===== src/rtl/memmap_overlay_pkg.sv =====
package memmap_overlay_pkg;

  // Decoded address regions
  typedef enum logic [2:0] {
    RG_LOW   = 3'd0,  // flat RAM below the shared window
    RG_PERB  = 3'd1,
    RG_PERA  = 3'd2,
    RG_ROM   = 3'd3,
    RG_FIXED = 3'd4,  // byte that always stays ROM
    RG_CTL   = 3'd5,  // overlay control register
    RG_VEC   = 3'd6
  } region_e;

  // Number of regions that can be overlaid, one register bit each
  localparam int OVL_W = 4;

  // Register bit i overlays OVL_REGION[i]
  localparam region_e OVL_REGION [OVL_W] = '{RG_PERB, RG_PERA, RG_ROM, RG_VEC};

  // Byte offsets inside the top page
  localparam logic [7:0] FIXED_OFS = 8'hF8;
  localparam logic [7:0] CTL_OFS   = FIXED_OFS + 8'd1;

  // Select vector packing {ram, rom, pera, perb}
  function automatic logic [3:0] pack_cs(input logic ram, input logic rom,
                                         input logic pa, input logic pb);
    return {ram, rom, pa, pb};
  endfunction

endpackage


===== src/rtl/mo_region_classify.sv =====
module mo_region_classify
  import memmap_overlay_pkg::*;
#(
  parameter int ADDR_W = 16
) (
  input  logic [ADDR_W-1:0] addr,
  output region_e           region
);
  localparam int WIN_LSB = 10;  // top 1 KB window
  localparam int PAGE_LSB = 8;  // 256-byte pages inside it

  logic in_window;
  logic [1:0] page;
  logic [7:0] ofs;

  assign in_window = &addr[ADDR_W-1:WIN_LSB];
  assign page      = addr[WIN_LSB-1:PAGE_LSB];
  assign ofs       = addr[PAGE_LSB-1:0];

  always_comb begin
    region = RG_LOW;
    if (in_window) begin
      unique case (page)
        2'b00:   region = RG_PERB;
        2'b01:   region = RG_PERA;
        2'b10:   region = RG_ROM;
        default: begin
          if (ofs == FIXED_OFS)    region = RG_FIXED;
          else if (ofs == CTL_OFS) region = RG_CTL;
          else if (ofs > CTL_OFS)  region = RG_VEC;
          else                     region = RG_ROM;
        end
      endcase
    end
  end
endmodule


===== src/rtl/mo_ctl_reg.sv =====
module mo_ctl_reg #(
  parameter int DATA_W = 8
) (
  input  logic              clk,
  input  logic              rst_n,
  input  logic              wr_evt,
  input  logic [DATA_W-1:0] wdata,
  output logic [DATA_W-1:0] ctl_q
);
  always_ff @(posedge clk or negedge rst_n) begin
    if (!rst_n)      ctl_q <= '0;
    else if (wr_evt) ctl_q <= wdata;
  end
endmodule


===== src/rtl/mo_select.sv =====
module mo_select
  import memmap_overlay_pkg::*;
(
  input  region_e          region,
  input  logic             access,
  input  logic             cpu_master,
  input  logic             wr_en,
  input  logic [OVL_W-1:0] ovl_mask,
  output logic [3:0]       cs_vec
);
  logic [OVL_W-1:0] ovl_hit;

  for (genvar i = 0; i < OVL_W; i++) begin : g_ovl
    assign ovl_hit[i] = (region == OVL_REGION[i]) && ovl_mask[i];
  end

  always_comb begin
    cs_vec = 4'b0000;
    if (access) begin
      if (!cpu_master || (|ovl_hit)) begin
        cs_vec = pack_cs(1'b1, 1'b0, 1'b0, 1'b0);
      end else begin
        unique case (region)
          RG_LOW:   cs_vec = pack_cs(1'b1, 1'b0, 1'b0, 1'b0);
          RG_PERB:  cs_vec = pack_cs(1'b0, 1'b0, 1'b0, 1'b1);
          RG_PERA:  cs_vec = pack_cs(1'b0, 1'b0, 1'b1, 1'b0);
          RG_CTL:   cs_vec = pack_cs(1'b0, 1'b0, 1'b1, wr_en);
          default:  cs_vec = pack_cs(1'b0, 1'b1, 1'b0, 1'b0);
        endcase
      end
    end
  end
endmodule


===== src/rtl/memmap_overlay_dec.sv =====
module memmap_overlay_dec
  import memmap_overlay_pkg::*;
#(
  parameter int ADDR_W = 16,
  parameter int DATA_W = 8
) (
  input  logic              clk,
  input  logic              rst_n,
  input  logic [ADDR_W-1:0] addr,
  input  logic              rd_en,
  input  logic              wr_en,
  input  logic [DATA_W-1:0] wdata,
  input  logic              cpu_master,
  output logic              ram_cs,
  output logic              rom_cs,
  output logic              pera_cs,
  output logic              perb_cs,
  output logic [DATA_W-1:0] ctl_rdata
);
  region_e           region;
  logic              access;
  logic              ctl_hit;
  logic              ctl_wr_evt;  // named event for the checker
  logic              ctl_rd_evt;
  logic [DATA_W-1:0] ctl_q;
  logic [3:0]        cs_vec;

  mo_region_classify #(.ADDR_W(ADDR_W)) u_class (
    .addr   (addr),
    .region (region)
  );

  assign access     = rd_en || wr_en;
  assign ctl_hit    = cpu_master && (region == RG_CTL);
  assign ctl_wr_evt = ctl_hit && wr_en;
  assign ctl_rd_evt = ctl_hit && rd_en;

  mo_ctl_reg #(.DATA_W(DATA_W)) u_reg (
    .clk    (clk),
    .rst_n  (rst_n),
    .wr_evt (ctl_wr_evt),
    .wdata  (wdata),
    .ctl_q  (ctl_q)
  );

  mo_select u_sel (
    .region     (region),
    .access     (access),
    .cpu_master (cpu_master),
    .wr_en      (wr_en),
    .ovl_mask   (ctl_q[OVL_W-1:0]),
    .cs_vec     (cs_vec)
  );

  assign {ram_cs, rom_cs, pera_cs, perb_cs} = cs_vec;
  assign ctl_rdata = ctl_rd_evt ? ctl_q : '0;
endmodule


===== config.mk =====
export PLATFORM = sky130hd
export DESIGN_NAME = memmap_overlay_dec
export DESIGN_NICKNAME = d
export VERILOG_FILES = /design/src/rtl/memmap_overlay_pkg.sv /design/src/rtl/mo_region_classify.sv /design/src/rtl/mo_ctl_reg.sv /design/src/rtl/mo_select.sv /design/src/rtl/memmap_overlay_dec.sv
export SDC_FILE = /design/constraint.sdc
export NUM_CORES = 1
export LEC_CHECK = 0
export BUFFER_PORTS_ARGS = -buffer_cell sky130_fd_sc_hd__buf_2
export CORE_MARGIN = 4
export CORE_UTILIZATION = 46
export DETAILED_ROUTE_END_ITERATION = 12
export PLACE_DENSITY = 0.8
export SLEW_MARGIN = 10
export SYNTH_ARGS = -nofsm -noshare
export SYNTH_HDL_FRONTEND = slang
export SYNTH_HIERARCHICAL = 1
export SYNTH_SLANG_ARGS = --single-unit

===== constraint.sdc =====
create_clock -name clk -period 6.77 [get_ports clk]
set_input_delay 1.6925 -clock clk [delete_from_list [all_inputs] [get_ports clk]]
set_output_delay 1.6925 -clock clk [all_outputs]
set_load 0.01 [all_outputs]

### Word-level counts from Yosys, hierarchy flattened

Cells that the tools add are included.

| storage, ports and cells | value |
|---|---|
| register bits after elaboration | 8 |
| output and inout port bits | 12 |
| logic and storage cells | 34 |

| operators by class | value |
|---|---|
| order comparisons | 1 |
| equal/unequal tests | 9 |
| muxes and demuxes | 9 |
| reductions and logical operators | 14 |

Operator list:

| kind | number |
|---|---|
| $eq A8 B8 Y1 const B | 2 |
| $pmux W4 S4 | 1 |
| $mux W3 | 4 |
| $pmux W3 S3 | 1 |
| $gt A8 B8 Y1 const B | 1 |
| $mux W4 | 2 |
| $mux W8 | 1 |
| $logic_and A1 B1 Y1 | 7 |
| $eq A3 B2 Y1 const B | 2 |
| $eq A3 B3 Y1 const B | 2 |
| $reduce_and A6 Y1 | 1 |
| $reduce_or A4 Y1 | 1 |
| $eq A3 B1 Y1 const B | 1 |
| $logic_not A3 Y1 | 1 |
| $eq A2 B1 Y1 const B | 1 |
| $eq A2 B2 Y1 const B | 1 |
| $logic_not A2 Y1 | 1 |
| $logic_or A1 B1 Y1 | 2 |
| $logic_not A1 Y1 | 1 |

### Longest topological paths before layout

Gate-level depths: netlist (run 1).

| depth | value |
|---|---|
| word-level depth | 12 |
| depth in mapped cells | 8 |
| depth with buffers taken out | 7 |

### Cells and area by module

Netlist (run 1), hierarchy kept.

Modules (own cells, without submodules):

| module | instances | cells each | area each (µm²) | seq. area each (µm²) |
|---|---|---|---|---|
| mo_ctl_reg | 1 | 17 | 331.6 | 200.2 |
| mo_region_classify | 1 | 18 | 135.1 | 0.0 |
| memmap_overlay_dec | 1 | 22 | 122.6 | 0.0 |
| mo_select | 1 | 17 | 120.1 | 0.0 |

### Worst setup path before layout (run 1)

No wires, ideal clock.

| timing | value |
|---|---|
| kind | input port to output port |
| start | in addr[8] |
| end | out perb_cs |
| data arrival time | 3.418 ns |
| data required time | 5.077 ns |
| setup slack | 1.660 ns |
| stages on the path | 7 |
| buffers on the path | 0 |
| cell sequence | ha_1 nand2_1 nor3_2 a211oi_1 nand2b_1 o211ai_1 nor3_1 |

| on the way | value |
|---|---|
| longest elaborated chain between the ends | 9 |
| elaborated cells on any way between the ends | 20 |
| classes of those cells | 7 x eq/ne; 5 x mux; 8 x reduce/logical |

RTL lines:

| item | RTL line | RTL |
|---|---|---|
| start: declaration | memmap_overlay_dec.sv:9 | `input logic [ADDR_W-1:0] addr,` |
| $eq A2 B2 Y1 (tied with other cells) | mo_region_classify.sv:23 | `unique case (page)` |
| $pmux W3 S3 (*) | mo_region_classify.sv:23 |  |
| $mux W3 (*) | mo_region_classify.sv:22 | `if (in_window) begin` |
| named net region[0] | memmap_overlay_dec.sv:20 | `region_e region;` |
| $eq A3 B1 Y1 (tied with other cells) | mo_select.sv:14, mo_select.sv:23 |  |
| $logic_and A1 B1 Y1 | mo_select.sv:14 | `assign ovl_hit[i] = (region == OVL_REGION[i]) && ovl_mask[i];` |
| $reduce_or A4 Y1 | mo_select.sv:20 | `if (!cpu_master \|\| (\|ovl_hit)) begin` |
| $logic_or A1 B1 Y1 | mo_select.sv:20 |  |
| $mux W4 (*) | mo_select.sv:20 |  |
| $mux W4 (*) | mo_select.sv:19 | `if (access) begin` |
| end: declaration | memmap_overlay_dec.sv:17 | `output logic perb_cs,` |

Mark *: on every way through the listed nets, which the timed path passes. The rest lies on a longest branch.

### Worst setup path in the final report (run 1)

| timing | value |
|---|---|
| start | in addr[8] |
| end | out ram_cs |

| on the way | value |
|---|---|
| longest elaborated chain between the ends | 9 |
| elaborated cells on any way between the ends | 20 |
| classes of those cells | 7 x eq/ne; 5 x mux; 8 x reduce/logical |

RTL lines:

| item | RTL line | RTL |
|---|---|---|
| $eq A2 B2 Y1 (tied with other cells) | mo_region_classify.sv:23 |  |
| $pmux W3 S3 (*) | mo_region_classify.sv:23 |  |
| $mux W3 (*) | mo_region_classify.sv:22 |  |
| named net region[0] | memmap_overlay_dec.sv:20 |  |
| $eq A3 B1 Y1 (tied with other cells) | mo_select.sv:14, mo_select.sv:23 |  |
| $logic_and A1 B1 Y1 | mo_select.sv:14 |  |
| $reduce_or A4 Y1 | mo_select.sv:20 |  |
| $logic_or A1 B1 Y1 | mo_select.sv:20 |  |
| $mux W4 (*) | mo_select.sv:20 |  |
| $mux W4 (*) | mo_select.sv:19 |  |
| end: declaration | memmap_overlay_dec.sv:14 | `output logic ram_cs,` |

Marked as above.

==> flow_summary.toml, run 1 <==
[routing]
met3_length_um = 77
met1Wirelength_um = 663
wl_met2_um = 906
drc = 0
antenna_left = 0
dr.pass1.iters = 4
top_layer = "met4"
viasPerCell = 5.32
drt_iter0_drc = 6
wirelength_um = 1660
wl_per_cell_um = 12.8
num_vias = 686

[pwr]
p_leak_nw = 0.466
power_density_nw_per_um2 = 108
vdd_drop_max_mv = 0.104

[floorplan]
die_h_um = 47.3
placementRows = 13
initial_core_util_pct = 51.3
core_um2 = 1380
ioPinCount = 41
die-area_um2 = 2230
die_x_um = 47.3

[cells_and_area]
fin_nets = 148
instances_no_fill = 129
reg_top3 = "u_reg/ctl_q (8)"
areaGrowthSynthToFinish_pct = 29.8
drive_gt1_share_pct = 50.0
seqCellArea_um2 = 200
diodes = 0
multi_input_area_um2 = 472
top_register = "u_reg/ctl_q"
n_fill_cell = 125
largest_register_ff_count = 8

[cts]
clockRootBuffer = "clkbuf_4"
cts_hold_buf = 0
ctsHtreeMaxLevel = 1
clk_pin_slew_ns = 0.05
cts_tree = "done"
clk_latency_ns = 0.24
cts_sinks = 8
postCtsSetupRepairBufs = 0
cts-resized-gates = 0
clockBufferDepth = 2
cts_made_buffers = 3

[critical_path]
critPathKind = "in -> out"
start_kind = "input pin"
cp.arrival_ns = 3.78
cp.required_ns = 5.08
path_max_fanout = 8
worst_setup_path_end_kind = "output port"

[grt]
grt_pass1_wl_um = 2760
antenna_found_initial = 0
gr-total-overflow = 0
gr-usage-all-layers_pct = 17.6
grt_max_degree = 12
grt_pass1_vias = 671

[synthesis]
synth_fa_ha_area_share_pct = 5.29
ys_ff_latch = 8
syn_area_um2 = 709
netlist_instances = 74
synth-warning-count = 6
synthMuxAreaShare_pct = 21.2
seq_area_frac_synth_pct = 28.2
synth_top_family_by_area = "simple AND/OR/NAND/NOR gates"
syn_nets = 106
synth-simple-area-share_pct = 33.5
synth_compound_area_share_pct = 6.53
synth-xor-area-share_pct = 0
synth_cell_types = 27
avgSynthCellArea_um2 = 9.59

[timing]
fin_setup_tns_ns = 0
drv_slew = 0
finClkSkew_ns = 0
timing.final.ws_setup_ns = 1.30
fin_crit_sh_pct = 80.9
worst_pin_slew_ns = 1.00
hold_violations = 0
max_freq_mhz = 183
maxSlewHeadroom_pct = 32.8
rsz0062_at_grt = "false"
fin_crit_ns = 5.47
setup_violations = 0

[placed_design]
place.detailed.instances = 126
place_congestion = 0.727
place_hpwl_um = 1420
numPortBuffers = 40
place_ws_ns = 1.29

[run_status]
status = "completed"

[min_path]
hp-class = "reg -> reg"

[run]
maxCapViolations = 0
==> layer usage <==
| layer | global-route usage [%] | vias to the layer above |
|---|---|---|
| li1 | - | 348 |
| met4 | 6.63 | 0 |
| met1 | 20.4 | 323 |
| met2 | 31.6 | 13 |
| met5 | 0 | - |
| met3 | 3.45 | 2 |
==> worst paths after layout <==
path / endpoint / slack [ns] / from / cells past startpoint
max in group asynchronous: u_reg/ctl_q[1] / 5.32 / rst_n / 1
min in group asynchronous: u_reg/ctl_q[5] / 1.28 / rst_n / 1
min reg2reg: u_reg/ctl_q[5] / 0.51 / u_reg/ctl_q[5] / 1
min: u_reg/ctl_q[5] / 0.51 / u_reg/ctl_q[5] / 1
max: ram_cs / 1.30 / addr[8] / 9
max reg2reg: u_reg/ctl_q[3] / 5.97 / u_reg/ctl_q[3] / 1
==> critical path: stages <==
cell and delay (ns):
buf_2 0.11, ha_1 0.23, nand2_1 0.13, nor3_2 0.07
a211oi_1 0.80, nand2b_1 0.22, o21ai_0 0.09, o31a_1 0.30
buf_2 0.14
==> power by group <==
group	total [W]	leakage, nW	switching [W]	internal, W
Sequential	0.0000479	0.112	0.000000000564	0.0000479
Combinational	0.0000172	0.340	0.00000877	0.00000844
Clock	0.0000344	0.0138	0.0000142	0.0000202
Total	0.0000995	0.466	0.0000230	0.0000765
==> through the flow <==
step,util [%],total power (W),hold slack (ns),area (µm²)
global route,66.6,0.000106,0.528,921
finish,66.6,0.0000995,0.515,921
detailed placement,65.0,0.0000661,0.503,898
floorplan,-,0.0000561,0.483,709
global placement,65.0,0.0000650,0.494,898
CTS,66.6,0.000101,0.517,921
==> synth_stat cells <==
cell type  count  area [µm²]
a211oi_1       1        7.51
a211oi_2       1        12.5
a21oi_1        1        5.00
and4_1         1        8.76
buf_4          1        7.51
buf_6          2        22.5
dfrtp_1        8         200
ha_1           3        37.5
inv_1          2        7.51
mux2_4         8         120
mux2i_1        3        30.0
nand2_1        5        18.8
nand2b_1       1        6.26
nand3_1        9        45.0
nand3_2        1        10.0
nand3b_1       2        15.0
nand3b_4       1        20.0
nor2_1        12        45.0
nor3_1         4        20.0
nor3_2         1        10.0
nor3b_2        1        12.5
nor4_2         1        12.5
o211ai_1       1        7.51
o21ai_0        1        5.00
o31a_1         1        8.76
or2_1          1        6.26
or2b_1         1        7.51
==> layout make-up <==
cell class,instances,share of cell area (%)
clock buffer,3,2.45
inverter,2,0.815
multi-input combinational,61,51.2
sequential,8,21.7
tap,15,2.04
timing repair buffer,40,21.7
==> cells in the final DEF, fill, tap and decap left out <==
master and count:
clkbuf_4 3, a211oi_1 1, nand2b_1 1, nand3_1 9
nor2_1 12, nand3_2 1, a21oi_1 1, mux2i_1 3
ha_1 3, a211oi_2 1, nor3_2 1, nor4_2 1
o31a_1 1, or2_1 1, nor3_1 4, or2b_1 1
dfrtp_1 8, buf_2 40, mux2_4 8, nand3b_1 2
nand3b_4 1, o211ai_1 1, nand2_1 5, nor3b_2 1
o21ai_0 1, and4_1 1, inv_1 2
==> logic make-up (layout without fill, tap and decap cells) <==
kind of cell,Yosys count,count (layout)
fa+ha+maj,3,3
simple gates,41,41
buf+inv,5,45
compound gates,6,6
mux,11,11
flops,8,8
No activity file was read; power rests on OpenSTA's default activity.
==> run 2, diff against run 1 <==
--- a/config.mk
+++ b/config.mk
@@ -7,9 +7,9 @@
 export LEC_CHECK = 0
 export BUFFER_PORTS_ARGS = -buffer_cell sky130_fd_sc_hd__buf_2
 export CORE_MARGIN = 4
-export CORE_UTILIZATION = 46
+export CORE_UTILIZATION = 42
 export DETAILED_ROUTE_END_ITERATION = 12
-export PLACE_DENSITY = 0.8
+export PLACE_DENSITY = 0.74
 export SLEW_MARGIN = 10
 export SYNTH_ARGS = -nofsm -noshare
 export SYNTH_HDL_FRONTEND = slang
==> constraint.sdc (replaced) <==
create_clock -name clk -period 5.4 [get_ports clk]
set_input_delay 1.35 -clock clk [delete_from_list [all_inputs] [get_ports clk]]
set_output_delay 1.35 -clock clk [all_outputs]
set_load 0.01 [all_outputs]
==> run 2 against run 1 <==
Via count shrank 1.3%. Sequential power grew 25%. Clock-buffer cell count is the same. Total power grew 27%. Die area grew 7.9%. Clock skew is the same. Clock power grew 30%. Non-clock buffer count grew 2. Sequential share of layout area shrank 0.38 points.
==> flow_summary.toml, run 2 (synthesized netlist as in run 1, its figures left out) <==
[critical_path]
critPathKind = "in -> out"
start_kind = "input pin"
worst_setup_path_end_kind = "output port"
path_max_fanout = 8
cp.required_ns = 4.05
r2r_cells = 1
r2r_setup_slack_ns = 4.60
cp.arrival_ns = 3.11

[routing]
dr.pass1.iters = 4
antenna_left = 0
drt_iter0_drc = 4
wl_per_cell_um = 12.9
wirelength_um = 1700
viasPerCell = 5.13
num_vias = 677
drc = 0

[floorplan]
initial_core_util_pct = 45.5
ioPinCount = 41
placementRows = 14
die_h_um = 49.1
core_um2 = 1560
die-area_um2 = 2410
die_x_um = 49.1

[timing]
worst_pin_slew_ns = 0.913
fin_crit_sh_pct = 82.6
rsz0062_at_grt = "false"
fin_setup_tns_ns = 0
fin_crit_ns = 4.46
maxSlewHeadroom_pct = 38.9
setup_violations = 0
timing.final.ws_setup_ns = 0.942
drv_slew = 0
max_freq_mhz = 224
hold_violations = 0
finClkSkew_ns = 0

[cts]
clockRootBuffer = "clkbuf_4"
clockBufferDepth = 2
clk_latency_ns = 0.25
cts_hold_buf = 0
ctsHtreeMaxLevel = 1
postCtsSetupRepairBufs = 0
cts_sinks = 8
cts-resized-gates = 0
clk_pin_slew_ns = 0.05
cts_tree = "done"
cts_made_buffers = 3

[min_path]
worstHoldPathCells = 1
hp-class = "reg -> reg"

[cells_and_area]
seqCellArea_um2 = 200
layout_commonest_cell = "buf_2"
fin_nets = 150
areaGrowthSynthToFinish_pct = 32.1
largest_register_ff_count = 8
layout_common_cells = "40 x buf_2, 12 x nor2_1, 9 x nand3_1"
diodes = 0
multi_input_area_um2 = 472
drive_gt1_share_pct = 50.9
top_register = "u_reg/ctl_q"
reg_top3 = "u_reg/ctl_q (8)"
n_fill_cell = 157

[grt]
gr-usage-all-layers_pct = 14.7
grt_pass1_vias = 689
grt_pass1_wl_um = 2750
grt_max_degree = 12
antenna_found_initial = 0
gr-total-overflow = 0

[pwr]
power_frac_seq_pct = 47.6
p_leak_nw = 0.477
p_switching_w = 0.0000301
p_int_w = 0.0000960
power_density_nw_per_um2 = 135
total_power_w = 0.000126
power_frac_comb_pct = 16.9
p_sw_share_pct = 23.9
pwr-share-clk_pct = 35.4
vdd_drop_max_mv = 0.103

[placed_design]
place_hpwl_um = 1430
numPortBuffers = 40
place_congestion = 0.757
place_ws_ns = 0.944

[run]
maxCapViolations = 0

[run_status]
status = "completed"
-- run 2: cell type report --
cell class                 instances  area share (%)
timing repair buffer              42            23.0
multi-input combinational         61            50.3
clock buffer                       3            2.40
sequential                         8            21.4
inverter                           2           0.801
tap                               16            2.14
-- run 2: final timing paths --
check,from,to
worst max-delay path,addr[8],ram_cs
worst min-delay path,u_reg/ctl_q[4],u_reg/ctl_q[4]
worst max register to register,u_reg/ctl_q[1],u_reg/ctl_q[1]
worst min register to register,u_reg/ctl_q[4],u_reg/ctl_q[4]
max in group asynchronous,rst_n,u_reg/ctl_q[0]
min in group asynchronous,rst_n,u_reg/ctl_q[4]
-- run 2: metrics by stage --
| stage | util, % | hold slack (ns) | cells | area [µm²] |
|---|---|---|---|---|
| global placement | 58.7 | 0.497 | 129 | 915 |
| finish | 60.1 | 0.507 | 132 | 937 |
| floorplan | - | 0.483 | 74 | 709 |
| detailed placement | 58.7 | 0.502 | 129 | 915 |
| CTS | 60.1 | 0.512 | 132 | 937 |
| global route | 60.1 | 0.534 | 132 | 937 |
-- run 2: power groups by stage --
stage | clock network (W) | logic [W] | registers, W
2_1_floorplan | 0 | 0.00000923 | 0.0000611
3_3_place_gp | 0 | 0.0000207 | 0.0000610
3_5_place_dp | 0 | 0.0000215 | 0.0000610
4_1_cts | 0.0000478 | 0.0000215 | 0.0000600
5_1_grt | 0.0000510 | 0.0000241 | 0.0000599
6_report | 0.0000447 | 0.0000213 | 0.0000600
-- run 2: per-layer routing --
metal / share of wire, % / track usage [%] / vias to the layer above
li1: - / - / 348
met1: 42 / 15.4 / 309
met2: 51 / 26.3 / 17
met3: 5.2 / 3.36 / 3
met4: 1.7 / 8.53 / 0
met5: 0 / 0 / -
-- run 2: worst max-delay path, stage by stage --
cell and delay, ns:
buf_2 0.11, ha_1 0.21, nand2_1 0.12, nor3_2 0.07, a211oi_2 0.45, mux2i_1 0.31, nor3b_2 0.09, o31a_1 0.27
buf_2 0.14
==> run 3, diff against run 2 <==
==> constraint.sdc (replaced) <==
create_clock -name clk -period 4.48 [get_ports clk]
set_input_delay 1.12 -clock clk [delete_from_list [all_inputs] [get_ports clk]]
set_output_delay 1.12 -clock clk [all_outputs]
set_load 0.01 [all_outputs]
==> run 3 against run 2 <==
Sequential share of layout area is 0.17 points lower. Critical path type unchanged. Non-clock buffer count up 1. Utilization is 0.48 points higher. Die area stayed put. Final area grew 0.80%. Highest routed layer unchanged.
==> flow_summary.toml, run 3 (synthesized netlist as in run 1, its figures left out) <==
[critical_path]
path_max_fanout = 8
cp.arrival_ns = 2.71
cp.required_ns = 3.36
r2r_cells = 1
start_kind = "input pin"
critPathKind = "in -> out"
worst_setup_path_end_kind = "output port"

[cells_and_area]
fin_nets = 151
layout_common_cells = "40 x buf_2, 12 x nor2_1, 9 x nand3_1"
largest_register_ff_count = 8
reg_top3 = "u_reg/ctl_q (8)"
n_fill_cell = 138
layout_commonest_cell = "buf_2"
top_register = "u_reg/ctl_q"
seqCellArea_um2 = 200
drive_gt1_share_pct = 51.3
areaGrowthSynthToFinish_pct = 33.2
diodes = 0
multi_input_area_um2 = 472

[cts]
cts-resized-gates = 0
clockRootBuffer = "clkbuf_4"
cts_sinks = 8
clk_pin_slew_ns = 0.05
clockBufferDepth = 2
cts_made_buffers = 3
cts_hold_buf = 0
ctsHtreeMaxLevel = 1
cts_tree = "done"
postCtsSetupRepairBufs = 0
clk_latency_ns = 0.24

[routing]
antenna_left = 0
viasPerCell = 5.19
drc = 0
wirelength_um = 1630
drt_iter0_drc = 11
dr.pass1.iters = 4
num_vias = 690
wl_per_cell_um = 12.3

[placed_design]
place_hpwl_um = 1410
place_ws_ns = 0.630
numPortBuffers = 40
place_congestion = 0.729

[floorplan]
placementRows = 14
ioPinCount = 41
die_h_um = 49.1
die-area_um2 = 2410
die_x_um = 49.1
core_um2 = 1560
initial_core_util_pct = 45.5

[run]
maxCapViolations = 0

[grt]
grt_max_degree = 12
grt_pass1_wl_um = 2530
antenna_found_initial = 0
gr-usage-all-layers_pct = 13.0
grt_pass1_vias = 614
gr-total-overflow = 0

[timing]
fin_crit_ns = 3.83
setup_violations = 0
hold_violations = 0
timing.final.ws_setup_ns = 0.648
finClkSkew_ns = 0
maxSlewHeadroom_pct = 37.9
worst_pin_slew_ns = 0.927
fin_crit_sh_pct = 85.5
rsz0062_at_grt = "false"
max_freq_mhz = 261
drv_slew = 0
fin_setup_tns_ns = 0

[pwr]
power_density_nw_per_um2 = 159
p_leak_nw = 0.482
vdd_drop_max_mv = 0.144

[run_status]
status = "completed"

[min_path]
worstHoldPathCells = 1
hp-class = "reg -> reg"
[run 3: cell types whose count changed in the layout (fill, tap and decap cells not counted)]
cell,before,now
buf_4,2,3
[run 3: layout make-up]
| type | instances | area share [%] |
|---|---|---|
| timing repair buffer | 43 | 23.6 |
| inverter | 2 | 0.795 |
| sequential | 8 | 21.2 |
| tap | 16 | 2.12 |
| clock buffer | 3 | 2.38 |
| multi-input combinational | 61 | 49.9 |
[run 3: worst paths after layout]
path | slack (ns) | from | endpoint
setup reg to reg | 3.67 | u_reg/ctl_q[1] | u_reg/ctl_q[1]
max in group asynchronous | 3.61 | rst_n | u_reg/ctl_q[0]
hold / removal | 0.52 | u_reg/ctl_q[4] | u_reg/ctl_q[4]
setup / recovery | 0.65 | addr[8] | ram_cs
hold reg to reg | 0.52 | u_reg/ctl_q[4] | u_reg/ctl_q[4]
min in group asynchronous | 0.70 | rst_n | u_reg/ctl_q[4]
[run 3: layer usage]
layer / track usage (%) / up-vias / wire (µm)
li1: - / 350 / -
met1: 14.3 / 320 / 660
met2: 23.9 / 18 / 855
met3: 3.36 / 2 / 105
met4: 4.27 / 0 / 8
met5: 0 / - / 0
[run 3: stage by stage]
step | hold slack [ns] | utilization, % | instance area [µm²] | instances | total power [W]
finish | 0.518 | 60.6 | 945 | 133 | 0.000150
global route | 0.526 | 60.6 | 945 | 133 | 0.000159
CTS | 0.515 | 60.6 | 945 | 133 | 0.000153
detailed placement | 0.503 | 59.1 | 922 | 130 | 0.0000992
global placement | 0.498 | 59.1 | 922 | 130 | 0.0000986
floorplan | 0.483 | - | 709 | 74 | 0.0000847
[run 3: where the power goes]
group	switching [W]	internal, W	total (W)
clock	0.0000221	0.0000305	0.0000526
sequential	0.000000000935	0.0000724	0.0000724
combinational	0.0000126	0.0000128	0.0000254
total	0.0000347	0.000116	0.000150
[run 3: worst max-delay path, stage by stage]
cell and delay (ns):
buf_2 0.11, ha_1 0.21, nand2_1 0.12, nor3_2 0.07
a211oi_2 0.18, buf_4 0.18, mux2i_1 0.22, nor3b_2 0.09
o31a_1 0.28, buf_2 0.14
